### src/rtl/i2cseq_pkg.sv
package i2cseq_pkg;

   typedef enum logic [1:0] {
      RES_OK    = 2'd0,
      RES_IOERR = 2'd1,
      RES_INVAL = 2'd2,
      RES_TMO   = 2'd3
   } res_e;

   // flag bit positions inside a descriptor
   localparam int FLG_READ    = 0;
   localparam int FLG_NOSTART = 1;

   // command pulse masks
   localparam logic [7:0] CMD_START_SET = 8'h01;
   localparam logic [7:0] CMD_START_CLR = 8'h02;
   localparam logic [7:0] CMD_STOP      = 8'h04;
   localparam logic [7:0] CMD_ACK_EN    = 8'h08;
   localparam logic [7:0] CMD_ACK_DIS   = 8'h10;
   localparam logic [7:0] CMD_EVT_CLR   = 8'h20;
   localparam logic [7:0] CMD_CORE_OFF  = 8'h40;
   localparam logic [7:0] CMD_CORE_ON   = 8'h80;

   // core status codes
   localparam logic [7:0] ST_BUS_ERR  = 8'h00;
   localparam logic [7:0] ST_START    = 8'h08;
   localparam logic [7:0] ST_RESTART  = 8'h10;
   localparam logic [7:0] ST_AW_ACK   = 8'h18;
   localparam logic [7:0] ST_AW_NACK  = 8'h20;
   localparam logic [7:0] ST_DW_ACK   = 8'h28;
   localparam logic [7:0] ST_DW_NACK  = 8'h30;
   localparam logic [7:0] ST_AR_ACK   = 8'h40;
   localparam logic [7:0] ST_AR_NACK  = 8'h48;
   localparam logic [7:0] ST_DR_ACK   = 8'h50;
   localparam logic [7:0] ST_DR_NACK  = 8'h58;
   localparam logic [7:0] ST_NOTHING  = 8'hF8;

endpackage

### src/rtl/i2cseq_desc_table.sv
module i2cseq_desc_table #(
   parameter int DEPTH  = 8,
   parameter int LEN_W  = 16,
   parameter int FLAG_W = 4,
   localparam int IDX_W = $clog2(DEPTH)
) (
   input  logic                             clk,
   input  logic                             rst_n,
   input  logic                             we,
   input  logic [IDX_W-1:0]                 sel,
   input  logic [6:0]                       wr_addr,
   input  logic [FLAG_W-1:0]                wr_flags,
   input  logic [LEN_W-1:0]                 wr_len,
   input  logic [IDX_W:0]                   count,
   output logic [DEPTH-1:0][6:0]            addr_v,
   output logic [DEPTH-1:0][LEN_W-1:0]      len_v,
   output logic [DEPTH-1:0]                 rd_v,
   output logic [DEPTH-1:0]                 ns_v,
   output logic                             req_bad
);
   import i2cseq_pkg::*;

   localparam logic [FLAG_W-1:0] OK_HEAD = FLAG_W'(1) << FLG_READ;
   localparam logic [FLAG_W-1:0] OK_REST = OK_HEAD | (FLAG_W'(1) << FLG_NOSTART);

   logic [DEPTH-1:0][FLAG_W-1:0] flg_q;
   logic [DEPTH-1:0]             bad_e;

   always_ff @(posedge clk or negedge rst_n) begin
      if (!rst_n) begin
         addr_v <= '0;
         len_v  <= '0;
         flg_q  <= '0;
      end else if (we) begin
         addr_v[sel] <= wr_addr;
         len_v[sel]  <= wr_len;
         flg_q[sel]  <= wr_flags;
      end
   end

   for (genvar k = 0; k < DEPTH; k++) begin : g_ent
      localparam logic [FLAG_W-1:0] OKM = (k == 0) ? OK_HEAD : OK_REST;
      assign rd_v[k]  = flg_q[k][FLG_READ];
      assign ns_v[k]  = flg_q[k][FLG_NOSTART];
      assign bad_e[k] = (k < int'(count)) && ((flg_q[k] & ~OKM) != '0);
   end

   assign req_bad = (bad_e != '0) || (int'(count) > DEPTH);

endmodule

### src/rtl/i2cseq_run_calc.sv
module i2cseq_run_calc #(
   parameter int DEPTH = 8,
   parameter int LEN_W = 16,
   localparam int IDX_W = $clog2(DEPTH),
   localparam int RUN_W = LEN_W + IDX_W
) (
   input  logic [DEPTH-1:0][LEN_W-1:0] len_v,
   input  logic [DEPTH-1:0]            rd_v,
   input  logic [DEPTH-1:0]            ns_v,
   input  logic [IDX_W:0]              count,
   input  logic [IDX_W-1:0]            head,
   output logic [RUN_W-1:0]            run_len,
   output logic [IDX_W:0]              run_end
);
   logic [DEPTH-1:0] joins;

   for (genvar k = 0; k < DEPTH; k++) begin : g_join
      assign joins[k] = ns_v[k] && (rd_v[k] == rd_v[head]) && (k < int'(count));
   end

   always_comb begin
      logic alive;
      alive   = 1'b1;
      run_len = RUN_W'(len_v[head]);
      run_end = (IDX_W+1)'(head) + 1'b1;
      for (int k = 0; k < DEPTH; k++) begin
         if (k > int'(head)) begin
            if (alive && joins[k]) begin
               run_len = run_len + RUN_W'(len_v[k]);
               run_end = (IDX_W+1)'(k + 1);
            end else begin
               alive = 1'b0;
            end
         end
      end
   end

endmodule

### src/rtl/i2cseq_timer.sv
module i2cseq_timer #(
   parameter int TMO_W = 24
) (
   input  logic             clk,
   input  logic             rst_n,
   input  logic             load,
   input  logic [TMO_W-1:0] load_val,
   input  logic             run,
   input  logic             clear,
   output logic             expired
);
   logic [TMO_W-1:0] cnt_q;

   always_ff @(posedge clk or negedge rst_n) begin
      if (!rst_n)                    cnt_q <= '0;
      else if (clear)                cnt_q <= '0;
      else if (load)                 cnt_q <= load_val;
      else if (run && cnt_q != '0)   cnt_q <= cnt_q - 1'b1;
   end

   assign expired = run && (cnt_q == '0);

endmodule

### src/rtl/i2c_msg_seq.sv
module i2c_msg_seq #(
   parameter int DEPTH  = 8,
   parameter int LEN_W  = 16,
   parameter int FLAG_W = 4,
   parameter int TMO_W  = 24,
   localparam int IDX_W = $clog2(DEPTH),
   localparam int RUN_W = LEN_W + IDX_W
) (
   input  logic              clk,
   input  logic              rst_n,
   input  logic              tbl_we,
   input  logic [IDX_W-1:0]  tbl_sel,
   input  logic [6:0]        tbl_addr,
   input  logic [FLAG_W-1:0] tbl_flags,
   input  logic [LEN_W-1:0]  tbl_len,
   input  logic              go,
   input  logic [IDX_W:0]    msg_count,
   input  logic [TMO_W-1:0]  tmo_cycles,
   output logic              busy,
   output logic              done,
   output logic [1:0]        result,
   input  logic              core_evt,
   input  logic [7:0]        core_status,
   input  logic [7:0]        core_rdata,
   output logic [7:0]        core_cmd,
   output logic              core_wr,
   output logic [7:0]        core_wdata,
   input  logic [7:0]        tx_data,
   output logic              tx_take,
   output logic              rx_put,
   output logic [7:0]        rx_data,
   output logic [IDX_W-1:0]  byte_idx
);
   import i2cseq_pkg::*;

   if (DEPTH < 2 || LEN_W < 1 || FLAG_W < 2 || TMO_W < 2) begin : g_bad_cfg
      $error("i2c_msg_seq: unsupported parameter set");
   end

   typedef enum logic [1:0] {S_IDLE, S_RUN, S_OFF} st_e;

   logic [DEPTH-1:0][6:0]       tab_addr;
   logic [DEPTH-1:0][LEN_W-1:0] tab_len;
   logic [DEPTH-1:0]            rd_v, ns_v;
   logic                        req_bad, tmr_expired, tmr_load, fin;
   logic [RUN_W-1:0]            run_len;
   logic [IDX_W:0]              run_end, calc_count;
   logic [IDX_W-1:0]            calc_head;

   st_e              state_q, st_n;
   logic             busy_q, busy_n, done_q, done_n;
   res_e             res_q, res_n, fin_res;
   logic [IDX_W-1:0] head_q, head_n, cur_q, cur_n, bidx_q, bidx_n, eff_idx;
   logic [IDX_W:0]   end_q, end_n, cnt_q, cnt_n;
   logic [LEN_W-1:0] left_q, left_n, eff_left;
   logic [RUN_W-1:0] todo_q, todo_n;
   logic [7:0]       cmd_q, cmd_n, wdata_q, wdata_n, rxd_q, rxd_n;
   logic             wr_q, wr_n, take_q, take_n, put_q, put_n;
   logic             do_setup, do_next;

   assign calc_head  = (state_q == S_IDLE) ? '0 : end_q[IDX_W-1:0];
   assign calc_count = (state_q == S_IDLE) ? msg_count : cnt_q;

   i2cseq_desc_table #(.DEPTH(DEPTH), .LEN_W(LEN_W), .FLAG_W(FLAG_W)) u_tab (
      .clk(clk), .rst_n(rst_n), .we(tbl_we), .sel(tbl_sel),
      .wr_addr(tbl_addr), .wr_flags(tbl_flags), .wr_len(tbl_len),
      .count(calc_count), .addr_v(tab_addr), .len_v(tab_len),
      .rd_v(rd_v), .ns_v(ns_v), .req_bad(req_bad)
   );

   i2cseq_run_calc #(.DEPTH(DEPTH), .LEN_W(LEN_W)) u_run (
      .len_v(tab_len), .rd_v(rd_v), .ns_v(ns_v), .count(calc_count),
      .head(calc_head), .run_len(run_len), .run_end(run_end)
   );

   i2cseq_timer #(.TMO_W(TMO_W)) u_tmr (
      .clk(clk), .rst_n(rst_n), .load(tmr_load), .load_val(tmo_cycles),
      .run(state_q == S_RUN), .clear(fin), .expired(tmr_expired)
   );

   // first entry at or after the byte pointer that still holds bytes
   always_comb begin
      logic found;
      eff_idx  = cur_q;
      eff_left = left_q;
      found    = (left_q != '0);
      for (int k = 0; k < DEPTH; k++) begin
         if (!found && k > int'(cur_q) && tab_len[k] != '0) begin
            eff_idx  = IDX_W'(k);
            eff_left = tab_len[k];
            found    = 1'b1;
         end
      end
   end

   always_comb begin
      st_n = state_q;  busy_n = busy_q;  res_n = res_q;
      head_n = head_q; end_n = end_q;    cur_n = cur_q;
      left_n = left_q; todo_n = todo_q;  cnt_n = cnt_q;
      cmd_n = '0;  wr_n = 1'b0;  wdata_n = wdata_q;  take_n = 1'b0;
      put_n = 1'b0; rxd_n = rxd_q; bidx_n = bidx_q;  done_n = 1'b0;
      do_setup = 1'b0; do_next = 1'b0; fin = 1'b0; fin_res = RES_OK;
      tmr_load = 1'b0;
      unique case (state_q)
         S_IDLE: if (go) begin
            cnt_n = msg_count;
            if (msg_count == '0) begin
               fin = 1'b1; fin_res = RES_OK;
            end else if (req_bad) begin
               fin = 1'b1; fin_res = RES_INVAL;
            end else begin
               do_setup = 1'b1; cmd_n = CMD_START_SET;
               busy_n = 1'b1; tmr_load = 1'b1; st_n = S_RUN;
            end
         end
         S_RUN: if (tmr_expired) begin
            cmd_n = CMD_CORE_OFF; st_n = S_OFF;
         end else if (core_evt) begin
            case (core_status)
               ST_BUS_ERR, ST_AW_NACK, ST_AR_NACK: begin
                  cmd_n = CMD_STOP | CMD_ACK_EN | CMD_EVT_CLR;
                  fin = 1'b1; fin_res = RES_IOERR;
               end
               ST_START, ST_RESTART: begin
                  wr_n = 1'b1;
                  wdata_n = {tab_addr[head_q], rd_v[head_q]};
                  cmd_n = CMD_ACK_EN | CMD_START_CLR | CMD_EVT_CLR;
               end
               ST_AW_ACK, ST_DW_ACK: begin
                  if (todo_q != '0) begin
                     take_n = 1'b1; wr_n = 1'b1; wdata_n = tx_data;
                     bidx_n = eff_idx; cur_n = eff_idx;
                     left_n = eff_left - 1'b1; todo_n = todo_q - 1'b1;
                     cmd_n = CMD_ACK_EN | CMD_EVT_CLR;
                  end else do_next = 1'b1;
               end
               ST_DW_NACK: begin
                  if (todo_q == '0) do_next = 1'b1;
                  else begin
                     cmd_n = CMD_STOP | CMD_EVT_CLR;
                     fin = 1'b1; fin_res = RES_IOERR;
                  end
               end
               ST_AR_ACK:
                  cmd_n = (todo_q > RUN_W'(1)) ? (CMD_ACK_EN | CMD_EVT_CLR)
                                               : (CMD_ACK_DIS | CMD_EVT_CLR);
               ST_DR_ACK, ST_DR_NACK: begin
                  if (todo_q != '0) begin
                     put_n = 1'b1; rxd_n = core_rdata;
                     bidx_n = eff_idx; cur_n = eff_idx;
                     left_n = eff_left - 1'b1; todo_n = todo_q - 1'b1;
                     if (todo_q > RUN_W'(2))       cmd_n = CMD_ACK_EN | CMD_EVT_CLR;
                     else if (todo_q == RUN_W'(2)) cmd_n = CMD_ACK_DIS | CMD_EVT_CLR;
                     else                          do_next = 1'b1;
                  end else do_next = 1'b1;
               end
               ST_NOTHING: ;
               default: begin
                  fin = 1'b1; fin_res = RES_IOERR;
               end
            endcase
         end
         S_OFF: begin
            cmd_n = CMD_CORE_ON; fin = 1'b1; fin_res = RES_TMO;
         end
         default: st_n = S_IDLE;
      endcase

      if (do_next) begin
         if (end_q < cnt_q) begin
            if (ns_v[end_q[IDX_W-1:0]]) begin
               cmd_n = cmd_n | CMD_STOP | CMD_EVT_CLR;
               fin = 1'b1; fin_res = RES_INVAL;
            end else begin
               do_setup = 1'b1;
               cmd_n = cmd_n | CMD_START_SET | CMD_EVT_CLR;
            end
         end else begin
            cmd_n = cmd_n | CMD_STOP | CMD_EVT_CLR;
            fin = 1'b1; fin_res = RES_OK;
         end
      end
      if (do_setup) begin
         head_n = calc_head; cur_n = calc_head;
         left_n = tab_len[calc_head]; todo_n = run_len; end_n = run_end;
      end
      if (fin) begin
         done_n = 1'b1; busy_n = 1'b0; res_n = fin_res; st_n = S_IDLE;
      end
   end

   always_ff @(posedge clk or negedge rst_n) begin
      if (!rst_n) begin
         state_q <= S_IDLE; busy_q <= 1'b0; done_q <= 1'b0; res_q <= RES_OK;
         head_q <= '0; end_q <= '0; cur_q <= '0; left_q <= '0; todo_q <= '0;
         cnt_q <= '0; cmd_q <= '0; wr_q <= 1'b0; wdata_q <= '0;
         take_q <= 1'b0; put_q <= 1'b0; rxd_q <= '0; bidx_q <= '0;
      end else begin
         state_q <= st_n; busy_q <= busy_n; done_q <= done_n; res_q <= res_n;
         head_q <= head_n; end_q <= end_n; cur_q <= cur_n; left_q <= left_n;
         todo_q <= todo_n; cnt_q <= cnt_n; cmd_q <= cmd_n; wr_q <= wr_n;
         wdata_q <= wdata_n; take_q <= take_n; put_q <= put_n;
         rxd_q <= rxd_n; bidx_q <= bidx_n;
      end
   end

   assign busy       = busy_q;
   assign done       = done_q;
   assign result     = res_q;
   assign core_cmd   = cmd_q;
   assign core_wr    = wr_q;
   assign core_wdata = wdata_q;
   assign tx_take    = take_q;
   assign rx_put     = put_q;
   assign rx_data    = rxd_q;
   assign byte_idx   = bidx_q;

   // completion is a single-cycle pulse
   assert_done_pulse_R12: assert property (@(posedge clk) disable iff (!rst_n)
      done |=> !done);
   // the engine is idle whenever it reports completion
   assert_idle_at_done_R12: assert property (@(posedge clk) disable iff (!rst_n)
      done |-> !busy);
   // start and stop are never requested together
   assert_no_start_stop_R9: assert property (@(posedge clk) disable iff (!rst_n)
      !(core_cmd[0] && core_cmd[2]));
   // core disable is followed by core enable and a timeout completion
   assert_off_then_on_R11: assert property (@(posedge clk) disable iff (!rst_n)
      core_cmd[6] |=> (core_cmd[7] && done && result == 2'd3));
   // an empty list completes at once without a command
   assert_empty_list_R2: assert property (@(posedge clk) disable iff (!rst_n)
      (!busy && state_q == S_IDLE && go && msg_count == '0) |=>
      (done && result == 2'd0 && core_cmd == 8'h00));
   // a consumed outgoing byte is always written to the core
   assert_take_with_write_R7: assert property (@(posedge clk) disable iff (!rst_n)
      tx_take |-> (core_wr && !rx_put));

endmodule

### config.mk
export PLATFORM = sky130hd
export DESIGN_NAME = i2c_msg_seq
export DESIGN_NICKNAME = d
export VERILOG_FILES = /design/src/rtl/i2cseq_pkg.sv /design/src/rtl/i2cseq_desc_table.sv /design/src/rtl/i2cseq_run_calc.sv /design/src/rtl/i2cseq_timer.sv /design/src/rtl/i2c_msg_seq.sv
export SDC_FILE = /design/constraint.sdc
export NUM_CORES = 1
export LEC_CHECK = 0
export BUFFER_PORTS_ARGS = -buffer_cell sky130_fd_sc_hd__buf_4
export CAP_MARGIN = 0
export CORE_ASPECT_RATIO = 2
export CORE_MARGIN = 2
export CORE_UTILIZATION = 35
export DETAILED_ROUTE_END_ITERATION = 10
export SYNTH_ARGS = -nofsm -noshare
export SYNTH_HDL_FRONTEND = slang
export SYNTH_SLANG_ARGS = --single-unit
### constraint.sdc
create_clock -name clk -period 15 [get_ports clk]
set_input_delay 3 -clock clk [delete_from_list [all_inputs] [get_ports clk]]
set_output_delay 3 -clock clk [all_outputs]
set_load 0.005 [all_outputs]
==> flow_summary.json <==
{
  "maxSlewHeadroom": 0.1834,
  "cts_tree": "yes",
  "multi_input_area_mm2": 0.01496,
  "setup_viol": 0,
  "ctsResizeCount": 0,
  "fmax_ghz": 0.07409,
  "finalPower_mw": 4.665,
  "synth_cells": 2465,
  "yosys_register_bits": 325,
  "power_per_cell_area_mw_per_mm2": 173.1,
  "cp_data_arrival_time_ps": 13970,
  "worstSetupStartpoint": "msg_count[3]",
  "clk_latency_ps": 570,
  "synth_mux_area_frac": 0.1839,
  "io_buffers": 120,
  "cts_hold_buf": 0,
  "ir_worst_vdd_mv": 0.09838,
  "synth.net_count": 2692,
  "cts_sinks": 325,
  "antenna_found_initial": 2,
  "via_count": 20295,
  "synth_area_leaders": "dfrtp_1 (34%), mux2_2 (13%), ha_1 (7.0%)",
  "synth_edf_count": 0,
  "clockRootBuffer": "clkbuf_16",
  "worst_setup_path_end_kind": "register",
  "synthFlopType": "dfrtp_1",
  "r2r-end": "todo_q[18]$_DFFE_PN0P_",
  "rows": 135,
  "hpwl_mm": 58.47,
  "synth_compound_gate_area_share": 0.1665,
  "syn_area_mm2": 0.02375,
  "fin_crit_sh": 0.8998,
  "yosys.area_share.simple": 0.1485,
  "async_flop_share": 1.000,
  "yosysSeqAreaShare": 0.3425,
  "synth_cell_types": 98,
  "yosys.area.top_type": "dfrtp_1",
  "post_drt_wl_per_cell_um": 22.87,
  "fp.coreArea_mm2": 0.06740,
  "start_kind": "input pin",
  "path_clk_slew_ps": 60,
  "synth_top_family_by_area": "multiplexers",
  "avgSynthCellArea_um2": 9.634,
  "worst_pin_slew_ps": 1220,
  "areaGrowthSynthToFinish_pct": 13.50,
  "die-area_mm2": 0.07008,
  "fin_worst_skew_ps": 21.62,
  "ant_nets": 0,
  "worstPathMaxFanout": 23,
  "yosysWarningCount": 0,
  "numCtsBuffers": 37,
  "min_period_ps": 13500,
  "crit_required_ps": 15470,
  "grt_start_max_net_pins": 106,
  "final_nets": 2785,
  "cap_violations": 0,
  "vias_per_cell": 5.840,
  "post_cts_buffers": 0,
  "outcome": "complete, no violations",
  "die_height_um": 372.4,
  "synthAdderAreaFrac": 0.07597,
  "drtIter0Drc": 1579,
  "final-seq-area_mm2": 0.008133,
  "hold_path_class": "reg2reg",
  "fin_setup_tns_ps": 0,
  "io_pins": 121,
  "grt_pass1_vias": 20056,
  "worstSetupPathType": "in2reg",
  "grt_pass1_wl_mm": 121.6,
  "clock_path_buffers": 3,
  "grt_use_total": 0.2242,
  "p_leak_nw": 11.65,
  "gp_congestion": 0.9881,
  "post-synth-top-area-fraction": 0.3425,
  "hold_viol": 0,
  "drv_slew": 0,
  "setup.worst_path.end": "todo_q[18]$_DFFE_PN0P_",
  "drcViolationCount": 0,
  "r2r_start": "state_q[1]$_DFFE_PN0P_",
  "die_x_um": 188.2,
  "critPathMaxStageDelay_ps": 550,
  "r2r.worst_path.cells": 49,
  "synth-xor-area-share": 0.05327,
  "first_pass_iters": 7,
  "r2r_setup_slack_ps": 2510,
  "grt.overflow.total": 0,
  "grt_setup_unrepaired": "no",
  "drive_above_1_share": 0.2252,
  "fillers": 6607,
  "htree_levels": 2,
  "start_util": 0.3524,
  "slowest_stage": "or4_1",
  "totalWireLength_mm": 79.48
}
-- final cells by class --
cell class | instances | area share
multi-input cells | 1965 | 0.5551
flip-flops and latches | 325 | 0.3017
repair buffers | 160 | 0.04484
well taps | 890 | 0.04131
clock buffers | 50 | 0.03955
inverters | 69 | 0.009609
clock inverters | 15 | 0.007706
diodes | 1 | 0.00009284
-- worst max-delay path: cells and delay by family --
kind / cells / cell delay [ps]
compound gates: 20 / 4090
simple gates: 14 / 2320
fa+ha+maj: 6 / 2120
mux: 4 / 1020
xor+xnor: 4 / 780
buf+inv: 3 / 590
-- cells by family after synthesis --
logic type	count (synthesis)
xor gates and xnor gates	141
buffers and inverters	175
AOI/OAI and AO/OA	582
DFF	325
muxes	358
adders and majority gates	140
and+or+nand+nor	744
-- cell usage in the layout (no fill, tap or decap), types with 67 or more instances in the layout --
cell,n
buf_4,159
xnor2_1,104
ha_1,133
o21ai_0,109
nand2_1,220
inv_1,67
a21oi_1,132
mux2_2,284
nor2_1,220
dfrtp_1,325
-- cells in the mapped netlist (10+ instances only) --
library cell	number
or2_2	10
or4_1	10
nor4_1	56
clkbuf_1	79
o31ai_1	13
a211oi_1	47
nor2b_1	17
nand2b_1	21
o22ai_1	16
o21ai_0	110
o21bai_1	13
nand3_1	48
a21o_1	44
ha_1	133
mux4_2	32
xnor2_1	104
nand4_1	21
a21oi_1	133
or3_1	13
mux2i_1	38
mux2_2	284
o211ai_1	10
nand2_1	221
and2_1	11
nor3_1	54
o21a_1	33
a22oi_1	13
xor2_1	35
a31oi_1	18
inv_1	67
buf_2	12
buf_1	11
dfrtp_1	325
and3_1	13
nor2_1	220
-- through the flow --
stage          std cells  instance area, um2  setup WS [ps]  hold WS (ps)    util
5_1_grt             3474               26950          710.4         508.1  0.3999
4_1_cts             3474               26950           1616         482.9  0.3999
2_1_floorplan       2465               23750           2396         469.7       -
3_3_place_gp        3409               25680           1348         462.9  0.3810
3_5_place_dp        3409               25680           1072         466.7  0.3810
6_report            3475               26950           1503         479.1  0.3999
-- layer usage --
| layer | wire [um] | share of wire | GRT usage |
|---|---|---|---|
| met4 | 2535 | 0.032 | 0.07147 |
| met1 | 34150 | 0.43 | 0.2994 |
| met2 | 36790 | 0.46 | 0.3694 |
| met3 | 6006 | 0.076 | 0.03776 |
| met5 | 0 | 0 | 0 |
-- sequential cells by signal, summed over array words and instances, names as in the netlist, 8 cells and up --
signal        count
u_tab.len_v     128
u_tab.addr_v     56
u_tmr.cnt_q      24
todo_q           19
left_q           16
u_tab.flg_q      16
core_cmd          8
core_wdata        8
rx_data           8
u_tab.ns_v        8
u_tab.rd_v        8
-- how the worst min path moves through the flow --
stage | startpoint | to | slack (ps) | cells after the start
after floorplan | rx_data[0]$_DFFE_PN0P_ | rx_data[0]$_DFFE_PN0P_ | 470 | 2
after global placement | rx_data[6]$_DFFE_PN0P_ | rx_data[6]$_DFFE_PN0P_ | 460 | 2
after detailed placement | rx_data[6]$_DFFE_PN0P_ | rx_data[6]$_DFFE_PN0P_ | 470 | 2
after CTS | rx_data[6]$_DFFE_PN0P_ | rx_data[6]$_DFFE_PN0P_ | 480 | 2
after global routing | rx_data[6]$_DFFE_PN0P_ | rx_data[6]$_DFFE_PN0P_ | 510 | 2
final | rx_data[7]$_DFFE_PN0P_ | rx_data[7]$_DFFE_PN0P_ | 480 | 2
-- report_power, final --
group          internal (mW)  switching [mW]  leakage, nW  total (mW)
sequential              1.06           0.254         4.04        1.31
combinational           1.09            1.30         6.99        2.38
clock                  0.571           0.398        0.613       0.969
Power figures use the tool's default switching activity.
